### src/rtl/iocs_pkg.sv
// Package: shared constants and types for the I/O chip-select decoder.
// Assumes a 16-bit decoded address and a 3-bit window size code.
package iocs_pkg;
    localparam int ADDR_W = 16;
    localparam int SIZE_W = 3;

    typedef enum logic [1:0] {
        CYC_IDLE = 2'b00,
        CYC_MEM  = 2'b01,
        CYC_IO   = 2'b10,
        CYC_INTA = 2'b11
    } bus_cycle_e;

    typedef struct packed {
        logic              en;
        logic [SIZE_W-1:0] size;
        logic [ADDR_W-1:0] base;
    } cs_cfg_t;
endpackage

### src/rtl/iocs_cfg_regs.sv
// Module: configuration register bank, one entry per chip select.
// Assumes a single write port. Only the addressed entry changes on a write.
// Synchronous active-low reset clears and disables every entry.
module iocs_cfg_regs
    import iocs_pkg::*;
#(
    parameter int NUM_CS = 2,
    parameter int CHAN_W = 1
) (
    input  logic                    clk,
    input  logic                    rst_n,
    input  logic                    wr,
    input  logic [CHAN_W-1:0]       wr_chan,
    input  cs_cfg_t                 wr_cfg,
    output cs_cfg_t [NUM_CS-1:0]    cfg_q
);
    genvar g;
    generate
        for (g = 0; g < NUM_CS; g++) begin : g_entry
            // Hold or load the configuration of select g.
            always_ff @(posedge clk) begin
                if (!rst_n) begin
                    cfg_q[g] <= '0;
                end else if (wr && (wr_chan == CHAN_W'(g))) begin
                    cfg_q[g] <= wr_cfg;
                end
            end
        end
    endgenerate
endmodule

### src/rtl/iocs_window_mask.sv
// Module: turns a size code into a mask of the compared address bits.
// Assumes code k means a window of 2^(MIN_LOG2+k) bytes and clamps k at MAX_CODE.
module iocs_window_mask
    import iocs_pkg::*;
#(
    parameter int MIN_LOG2 = 3,
    parameter int MAX_CODE = 6
) (
    input  logic [SIZE_W-1:0] size_code,
    output logic [ADDR_W-1:0] cmp_mask
);
    logic [SIZE_W-1:0] code_eff;

    // Clamp the size code to the largest legal window.
    always_comb begin
        if (int'(size_code) > MAX_CODE) code_eff = SIZE_W'(MAX_CODE);
        else                            code_eff = size_code;
    end

    // Set the mask bits at and above the window boundary.
    always_comb begin
        for (int i = 0; i < ADDR_W; i++) begin
            cmp_mask[i] = (i >= MIN_LOG2 + int'(code_eff));
        end
    end
endmodule

### src/rtl/iocs_addr_match.sv
// Module: masked equality compare between a bus address and a base.
// Assumes the mask marks the bits that take part in the compare.
module iocs_addr_match
    import iocs_pkg::*;
(
    input  logic [ADDR_W-1:0] addr,
    input  logic [ADDR_W-1:0] base,
    input  logic [ADDR_W-1:0] mask,
    output logic              hit
);
    // Report a hit when no compared bit differs.
    always_comb begin
        hit = ~|((addr ^ base) & mask);
    end
endmodule

### src/rtl/iocs_cycle_qual.sv
// Module: decides whether the current bus cycle may drive a chip select.
// Assumes the strobe marks a valid cycle. Only memory and I/O cycles qualify.
module iocs_cycle_qual
    import iocs_pkg::*;
(
    input  logic       strobe,
    input  logic [1:0] cycle,
    output logic       qual
);
    // Allow decode only for strobed memory or I/O cycles.
    always_comb begin
        unique case (bus_cycle_e'(cycle))
            CYC_MEM, CYC_IO: qual = strobe;
            default:         qual = 1'b0;
        endcase
    end
endmodule

### src/rtl/iocs_decoder.sv
// Module: top of the programmable I/O chip-select decoder.
// Each select compares the upper address bits against its programmed base.
// The size code sets the width of the compare. Outputs are combinational,
// active low, and gated by the cycle qualifier and the select's enable bit.
module iocs_decoder
    import iocs_pkg::*;
#(
    parameter int NUM_CS   = 2,
    parameter int MIN_LOG2 = 3,
    parameter int MAX_CODE = 6,
    localparam int CHAN_W  = (NUM_CS > 1) ? $clog2(NUM_CS) : 1
) (
    input  logic                clk,
    input  logic                rst_n,
    input  logic                cfg_wr,
    input  logic [CHAN_W-1:0]   cfg_chan,
    input  logic [ADDR_W-1:0]   cfg_base,
    input  logic [SIZE_W-1:0]   cfg_size,
    input  logic                cfg_en,
    input  logic [ADDR_W-1:0]   bus_addr,
    input  logic                bus_strobe,
    input  logic [1:0]          bus_cycle,
    output logic [NUM_CS-1:0]   cs_n
);
    cs_cfg_t              wr_cfg;
    cs_cfg_t [NUM_CS-1:0] cfg_q;
    logic                 cyc_ok;

    // Pack the write fields into one configuration word.
    always_comb begin
        wr_cfg.en   = cfg_en;
        wr_cfg.size = cfg_size;
        wr_cfg.base = cfg_base;
    end

    iocs_cfg_regs #(.NUM_CS(NUM_CS), .CHAN_W(CHAN_W)) u_regs (
        .clk     (clk),
        .rst_n   (rst_n),
        .wr      (cfg_wr),
        .wr_chan (cfg_chan),
        .wr_cfg  (wr_cfg),
        .cfg_q   (cfg_q)
    );

    iocs_cycle_qual u_qual (
        .strobe (bus_strobe),
        .cycle  (bus_cycle),
        .qual   (cyc_ok)
    );

    genvar g;
    generate
        for (g = 0; g < NUM_CS; g++) begin : g_sel
            logic [ADDR_W-1:0] mask;
            logic              hit;

            iocs_window_mask #(.MIN_LOG2(MIN_LOG2), .MAX_CODE(MAX_CODE)) u_mask (
                .size_code (cfg_q[g].size),
                .cmp_mask  (mask)
            );

            iocs_addr_match u_match (
                .addr (bus_addr),
                .base (cfg_q[g].base),
                .mask (mask),
                .hit  (hit)
            );

            // Drive select g low only for a qualified, enabled hit.
            always_comb begin
                cs_n[g] = ~(cyc_ok & cfg_q[g].en & hit);
            end
        end
    endgenerate
endmodule

### config.mk
export PLATFORM = sky130hd
export DESIGN_NAME = iocs_decoder
export DESIGN_NICKNAME = d
export VERILOG_FILES = /design/src/rtl/iocs_pkg.sv /design/src/rtl/iocs_cfg_regs.sv /design/src/rtl/iocs_window_mask.sv /design/src/rtl/iocs_addr_match.sv /design/src/rtl/iocs_cycle_qual.sv /design/src/rtl/iocs_decoder.sv
export SDC_FILE = /design/constraint.sdc
export NUM_CORES = 1
export LEC_CHECK = 0
export BUFFER_PORTS_ARGS = -buffer_cell sky130_fd_sc_hd__buf_4
export CORE_MARGIN = 4
export CORE_UTILIZATION = 50
export CTS_BUF_LIST = sky130_fd_sc_hd__clkbuf_8
export CTS_CLUSTER_SIZE = 30
export DETAILED_ROUTE_END_ITERATION = 8
export PLACE_DENSITY = 0.84
export SKIP_CTS_REPAIR_TIMING = 1
export SYNTH_ARGS = -nofsm -noshare
export SYNTH_HDL_FRONTEND = slang
export SYNTH_SLANG_ARGS = --single-unit
### constraint.sdc
create_clock -name clk -period 1.52 [get_ports clk]
set_clock_uncertainty 0.2 [all_clocks]
set_input_delay 0.076 -clock clk [delete_from_list [all_inputs] [get_ports clk]]
set_output_delay 0.076 -clock clk [all_outputs]
set_load 0.05 [all_outputs]
==> implementation parameters, run 1 <==
Parameter                              Value

Yosys
  Number of enable-type register cells in the synthesized netlist ... 0
  Top FF cell, synth ... sky130_fd_sc_hd__dfxtp_1
  Share of synthesized area spent on multiplexers ... 0%
  Combinational family with the most area after synthesis ... simple AND/OR/NAND/NOR gates
  Count of mapped cells out of synthesis ... 239
  Area fraction in and, or, nand and nor cells after synthesis ... 20.91%
  Area of the mapped netlist ... 1933 sq um
  Register bit count reported by yosys ... 38
  Compound-gate portion of the synthesized area ... 20.91%
  Xor-xnor portion of the synthesized cell area ... 14.05%
  Adder-cell share of the synthesized area ... 1.294%
  Count of synthesis-stage warnings from yosys ... 0
  Syn nets ... 284
  Sequential share of the synthesized area ... 39.35%
  Number of different library cells in the post-synthesis netlist ... 30
  Mean instance size in the synthesized netlist ... 8.088 sq um
  Post-synth ARST share ... 0%

Cells and area
  Final antenna diode count ... 0
  Largest register FFs ... 38
  Largest registers ... u_regs.cfg_q (38)
  Final layout net count ... 354
  Final-layout fill cell count ... 289
  Layout cells sized above 1 ... 26.13%
  Syn-to-layout area delta ... 41.04%
  Most flop-heavy register ... u_regs.cfg_q
  Final core area utilization ... 73.91%
  Layout Cell Area excl Fill ... 2726 sq um

STA
  Setup repair after global routing missed its margin ... yes
  Transition at the pin with the smallest max-transition slack ... 0.3309 ns
  Peak clock frequency supported by timing ... 466.2 MHz
  Worst relative slew slack ... 77.94%
  Hold Worst Slack ... -0.005217 ns
  Fin. Hold Viols ... 9
  Finish-stage setup viols ... 2
  Worst path setup slack after routing ... -0.6248 ns
  Portion of the clock cycle consumed by the worst path in the final layout ... 141.1%
  Minimum clock period after layout ... 2.145 ns
  Number of max-slew violations in the final report ... 0
  Final TNS setup ... -1.059 ns

Route
  Metal3 WL ... 214 microns
  Via count normalized by instance count ... 5.151
  Met1 routed wirelength after detailed routing ... 2.131 mm
  Final routed wire length divided by cell count ... 13.84 microns
  First-pass iteration count of the detailed router ... 6
  Antenna-violating nets left ... 0
  Uppermost metal layer occupied by signal nets ... met4
  Detailed Route Iter0 Violations ... 129
  Routed wire length on met2 ... 2.458 mm
  Number of vias after detailed routing ... 1844
  DRC violations left ... 0
  Final wirelength ... 4.954 mm

GRT
  Antenna violations before repair ... 0
  Wire length of the first global-routing pass ... 7.921 mm
  Number of global-route vias before repair ... 1772
  Global router's overall resource usage ... 20.27%
  Pin count of the biggest net entering global routing ... 39
  Grt ovf ... 0

Placement
  Quantity of I/O buffers inserted on ports ... 42
  Cell Area, Placed ... 2404 sq um
  Half-perimeter wire length after placement ... 3.523 mm
  Final weighted congestion in routability-driven placement ... 0.8280

Clocking
  Maximum buffer depth of the clock tree ... 2
  Deepest level of the CTS H-tree ... 2
  CTS tree ... yes
  Sinks on Clock Net ... 38
  Later-pin clock latency in the skew report ... 0.29 ns
  Clock root buffer master ... sky130_fd_sc_hd__clkbuf_8
  Clock-pin transition on the worst setup and hold timing paths ... 0.07 ns
  CTS Buf Count ... 5

Floorplanning
  Die Outline Area ... 4925 sq um
  Die width ... 70.18 microns
  Initial cell density of the core ... 52.41%
  Core region area ... 3689 sq um
  Number of placement rows ... 22
  Die height ... 70.18 microns
  I/O pin count ... 45

Worst setup path
  Worst reg2reg path endpoint ... u_regs.cfg_q[37]
  RR Startpoint ... u_regs.cfg_q[37]
  Critical path data required time ... 1.24 ns
  Depth of the most critical reg-to-reg path ... 4
  Element type at the critical path start ... register
  FF-to-FF setup slack ... 0.42 ns
  Arrival time at the worst endpoint ... 1.87 ns
  Worst Setup Path Type ... register to primary output
  Biggest fanout along the worst timing path ... 3
  Critical path capture point type ... primary output

Power
  PnR Total Power ... 2.338 mW
  Worst-case vdd ir drop ... 545.2 uV
  PwrDens ... 857.4 nW/um^2
  Leak Pwr ... 1.078 nW

Run
  MaxCap Viol Count ... 0

Outcome
  Failing checks ... hold timing, setup timing
  Outcome ... finished with violations

Hold path
  Min-delay src ... rst_n
  Min-Delay Path Class ... input pin to register
  Hold Crit Depth ... 2
  Worst Hold Path EP ... u_regs.cfg_q[16]
==> layer usage <==
layer	GRT usage (%)	vias up
li1	-	928
met1	25.44	854
met2	32.74	47
met3	5.324	15
met4	8.511	0
met5	0	-
==> cells in the final DEF (no fill, tap or decap), types with 2 or more instances in the layout <==
cell type / instances
sky130_fd_sc_hd__dfxtp_4: 2
sky130_fd_sc_hd__xor2_1: 11
sky130_fd_sc_hd__nand3_1: 2
sky130_fd_sc_hd__nand2b_1: 2
sky130_fd_sc_hd__nor3_1: 2
sky130_fd_sc_hd__nand2_1: 80
sky130_fd_sc_hd__xnor2_1: 20
sky130_fd_sc_hd__dlygate4sd3_1: 19
sky130_fd_sc_hd__o21ai_0: 4
sky130_fd_sc_hd__dfxtp_1: 33
sky130_fd_sc_hd__a21boi_0: 38
sky130_fd_sc_hd__dfxtp_2: 3
sky130_fd_sc_hd__clkbuf_8: 5
sky130_fd_sc_hd__clkinv_2: 2
sky130_fd_sc_hd__nand4_1: 4
sky130_fd_sc_hd__buf_4: 57
sky130_fd_sc_hd__a21oi_2: 2
sky130_fd_sc_hd__a32oi_1: 2
==> logic make-up after synthesis <==
| kind of cell | count (synthesis) |
|---|---|
| and+or+nand+nor | 98 |
| DFF | 38 |
| AOI/OAI and AO/OA | 54 |
| xor gates and xnor gates | 31 |
| adders and majority gates | 2 |
| buffers and inverters | 16 |
==> cell usage after synthesis (all sizes together), types with 2 or more instances <==
cell type  number  area, sq um
a211oi          2        20.02
a21boi         38        285.3
a21oi           2        13.76
a32oi           2        17.52
and2            2        12.51
buf             6        30.03
clkbuf          8        30.03
dfxtp          38        760.7
ha              2        25.02
inv             2        7.510
nand2          81        304.0
nand2b          2        12.51
nand3           2        10.01
nand4           4        25.02
nor3            3        15.01
o21ai           4        20.02
xnor2          20        175.2
xor2           11        96.34
==> worst max-delay path, cell delays in order (launching register included) <==
cell and delay (ns):
sky130_fd_sc_hd__dfxtp_4 0.35, sky130_fd_sc_hd__nand2_2 0.05, sky130_fd_sc_hd__and2_4 0.14, sky130_fd_sc_hd__ha_4 0.21, sky130_fd_sc_hd__a22o_1 0.19, sky130_fd_sc_hd__a211oi_2 0.29
sky130_fd_sc_hd__o2111ai_4 0.16, sky130_fd_sc_hd__buf_6 0.18
==> report_power, final <==
part           internal [mW]  switching, mW  leakage (nW)
logic                  0.234          0.196         0.707
clock network          0.483          0.354        0.0579
registers               1.04         0.0302         0.313
==> metrics by stage <==
step                      setup WS (ns)  instances
final                           -0.6248        358
after global routing            -0.6824        358
after CTS                       -0.7175        339
after detailed placement        -0.3908        331
after global placement          -0.3520        331
after floorplan                 -0.2888        239
==> cell type report <==
| class | instances | area [sq um] | share of cell area, % |
|---|---|---|---|
| Tap cell | 48 | 60.06 | 2.203 |
| Timing Repair Buffer | 77 | 629.4 | 23.08 |
| Clock buffer | 5 | 68.82 | 2.524 |
| Sequential cell | 38 | 772.0 | 28.32 |
| Inverter | 2 | 7.507 | 0.2754 |
| Multi-Input combinational cell | 185 | 1149 | 42.13 |
| Clock inverter | 3 | 40.04 | 1.469 |
==> worst max-delay path by stage <==
stage	start	endpoint	slack (ns)	cells past startpoint
floorplan	u_regs.cfg_q[17]	cs_n[0]	-0.29	5
global placement	u_regs.cfg_q[37]	cs_n[1]	-0.35	8
detailed placement	u_regs.cfg_q[37]	cs_n[1]	-0.39	8
CTS	u_regs.cfg_q[37]	cs_n[1]	-0.72	8
global route	u_regs.cfg_q[37]	cs_n[1]	-0.68	7
finish	u_regs.cfg_q[37]	cs_n[1]	-0.62	7
No activity file was read; power rests on OpenSTA's default activity.
==> run 2, diff against run 1 <==
Settings changed: PLACE_DENSITY 0.84 to 0.86.
==> implementation parameters, run 2 (synthesis results as in run 1) <==
Parameter                              Value

Worst setup path
  Top cell family by delay on the critical path ... compound AO/OA/AOI/OAI gates
  CP cell instances ... nand2_4 > and2_4 > ha_4 > a22o_1 > a211oi_2 > o2111ai_4 > buf_6
  FF-to-FF setup slack ... 0.38 ns
  Critical path data required time ... 1.24 ns
  Slowest stage cell on the critical path ... sky130_fd_sc_hd__dfxtp_4
  Arrival time at the worst endpoint ... 1.96 ns
  Critical path capture point type ... primary output
  Element type at the critical path start ... register
  Buffers & Inverters on Critical Path ... 1
  Biggest fanout along the worst timing path ... 3
  Worst reg2reg path endpoint ... u_regs.cfg_q[37]
  Worst Setup Path Type ... register to primary output
  Depth of the most critical reg-to-reg path ... 4
  RR Startpoint ... u_regs.cfg_q[37]
  Largest stage delay on the critical path ... 0.37 ns

Cells and area
  Final-layout fill cell count ... 290
  Final antenna diode count ... 0
  Layout cells sized above 1 ... 26.52%
  Area of all sequential standard cells ... 774.5 sq um
  Largest register FFs ... 38
  Most common cell after layout, fill and taps aside ... sky130_fd_sc_hd__nand2_1
  Commonest cells after routing, fill and taps aside ... sky130_fd_sc_hd__nand2_1 (80), sky130_fd_sc_hd__buf_4 (59), sky130_fd_sc_hd__a21boi_0 (38)
  Most flop-heavy register ... u_regs.cfg_q
  Combined area of the multi-input logic cells ... 1154 sq um
  Final layout net count ... 357
  Largest registers ... u_regs.cfg_q (38)
  Syn-to-layout area delta ... 41.62%

STA
  Number of max-slew violations in the final report ... 0
  Worst path setup slack after routing ... -0.7115 ns
  Setup repair after global routing missed its margin ... yes
  Minimum clock period after layout ... 2.232 ns
  Finish-stage setup viols ... 2
  Peak clock frequency supported by timing ... 448.1 MHz
  Hold Worst Slack ... -0.003662 ns
  Fin. Hold Viols ... 5
  Portion of the clock cycle consumed by the worst path in the final layout ... 146.8%
  Final TNS setup ... -1.150 ns
  Transition at the pin with the smallest max-transition slack ... 0.3141 ns
  Worst relative slew slack ... 79.06%

Route
  Detailed Route Iter0 Violations ... 111
  Number of vias after detailed routing ... 1875
  Met1 routed wirelength after detailed routing ... 2.110 mm
  First-pass iteration count of the detailed router ... 4
  Metal3 WL ... 247 microns
  Uppermost metal layer occupied by signal nets ... met4
  Via count normalized by instance count ... 5.194
  Routed wire length on met2 ... 2.636 mm
  Antenna-violating nets left ... 0
  DRC violations left ... 0
  Final wirelength ... 5.122 mm
  Final routed wire length divided by cell count ... 14.19 microns

GRT
  Pin count of the biggest net entering global routing ... 39
  Grt ovf ... 0
  Wire length of the first global-routing pass ... 7.969 mm
  Number of global-route vias before repair ... 1802
  Global router's overall resource usage ... 20.56%
  Antenna violations before repair ... 0

Hold path
  Min-Delay Path Class ... input pin to register
  Min-delay src ... rst_n
  Hold Crit Depth ... 2
  Worst Hold Path EP ... u_regs.cfg_q[23]

Power
  PnR Total Power ... 2.185 mW
  Leak Pwr ... 1.101 nW
  PwrDens ... 798.2 nW/um^2
  Worst-case vdd ir drop ... 642.1 uV

Clocking
  CTS tree ... yes
  Sinks on Clock Net ... 38
  Later-pin clock latency in the skew report ... 0.29 ns
  Clock root buffer master ... sky130_fd_sc_hd__clkbuf_8
  Clock-pin transition on the worst setup and hold timing paths ... 0.07 ns
  Maximum buffer depth of the clock tree ... 2
  Deepest level of the CTS H-tree ... 2
  CTS Buf Count ... 5

Floorplanning
  Die height ... 70.18 microns
  Number of placement rows ... 22
  Core region area ... 3689 sq um
  Initial cell density of the core ... 52.41%
  I/O pin count ... 45
  Die Outline Area ... 4925 sq um
  Die width ... 70.18 microns

Placement
  Half-perimeter wire length after placement ... 3.590 mm
  Final weighted congestion in routability-driven placement ... 0.8141
  Quantity of I/O buffers inserted on ports ... 42

Outcome
  Outcome ... finished with violations
  Failing checks ... hold timing, setup timing

Run
  MaxCap Viol Count ... 0
## run 2: cell count changes in the layout (fill, tap and decap cells not counted)
| cell | before | now |
|---|---|---|
| sky130_fd_sc_hd__buf_4 | 57 | 59 |
| sky130_fd_sc_hd__buf_6 | 1 | 2 |
| sky130_fd_sc_hd__bufinv_16 | 1 | 0 |
| sky130_fd_sc_hd__clkinv_2 | 2 | 1 |
| sky130_fd_sc_hd__clkinv_4 | 0 | 1 |
| sky130_fd_sc_hd__dfxtp_2 | 3 | 2 |
| sky130_fd_sc_hd__dfxtp_4 | 2 | 3 |
| sky130_fd_sc_hd__inv_1 | 1 | 2 |
| sky130_fd_sc_hd__nand2_2 | 1 | 0 |
| sky130_fd_sc_hd__nand2_4 | 0 | 1 |
## run 2: layer usage
layer | global-route usage, % | vias to the layer above
met1 | 23.63 | 860
li1 | - | 934
met4 | 9.362 | 0
met3 | 4.748 | 21
met5 | 0 | -
met2 | 35.89 | 60
## run 2: report_power, final
part / switching (mW) / total, mW / internal, mW
clock network: 0.359 / 0.676 / 0.317
logic: 0.199 / 0.439 / 0.240
registers: 0.0309 / 1.07 / 1.04
## run 2: layout make-up
class	instances	share of cell area, %
Clock buffer	5	2.514
Clock inverter	3	0.6399
Inverter	2	0.2742
Multi-Input combinational cell	185	42.14
Sequential cell	38	28.29
Tap cell	48	2.194
Timing Repair Buffer	80	23.95
## run 2: per-stage QoR
stage          utilization, %  cells  cell area, sq um  hold slack [ns]  worst slack, ns
6_report                74.22    361              2738        -0.003662          -0.7115
5_1_grt                 74.22    361              2738          0.01166          -0.7666
4_1_cts                 67.50    339              2490          -0.1639          -0.8182
3_5_place_dp            65.16    331              2404           0.1519          -0.4745
3_3_place_gp            65.16    331              2404           0.1442          -0.3553
2_1_floorplan               -    239              1968         0.009922          -0.2888
## run 2: worst max path at each step
stage	slack [ns]	cells after the start	start	endpoint
after floorplan	-0.29	5	u_regs.cfg_q[17]	cs_n[0]
after global placement	-0.36	7	u_regs.cfg_q[37]	cs_n[1]
after detailed placement	-0.47	8	u_regs.cfg_q[37]	cs_n[1]
after CTS	-0.82	8	u_regs.cfg_q[37]	cs_n[1]
after global routing	-0.77	7	u_regs.cfg_q[38]	cs_n[1]
final	-0.71	7	u_regs.cfg_q[37]	cs_n[1]
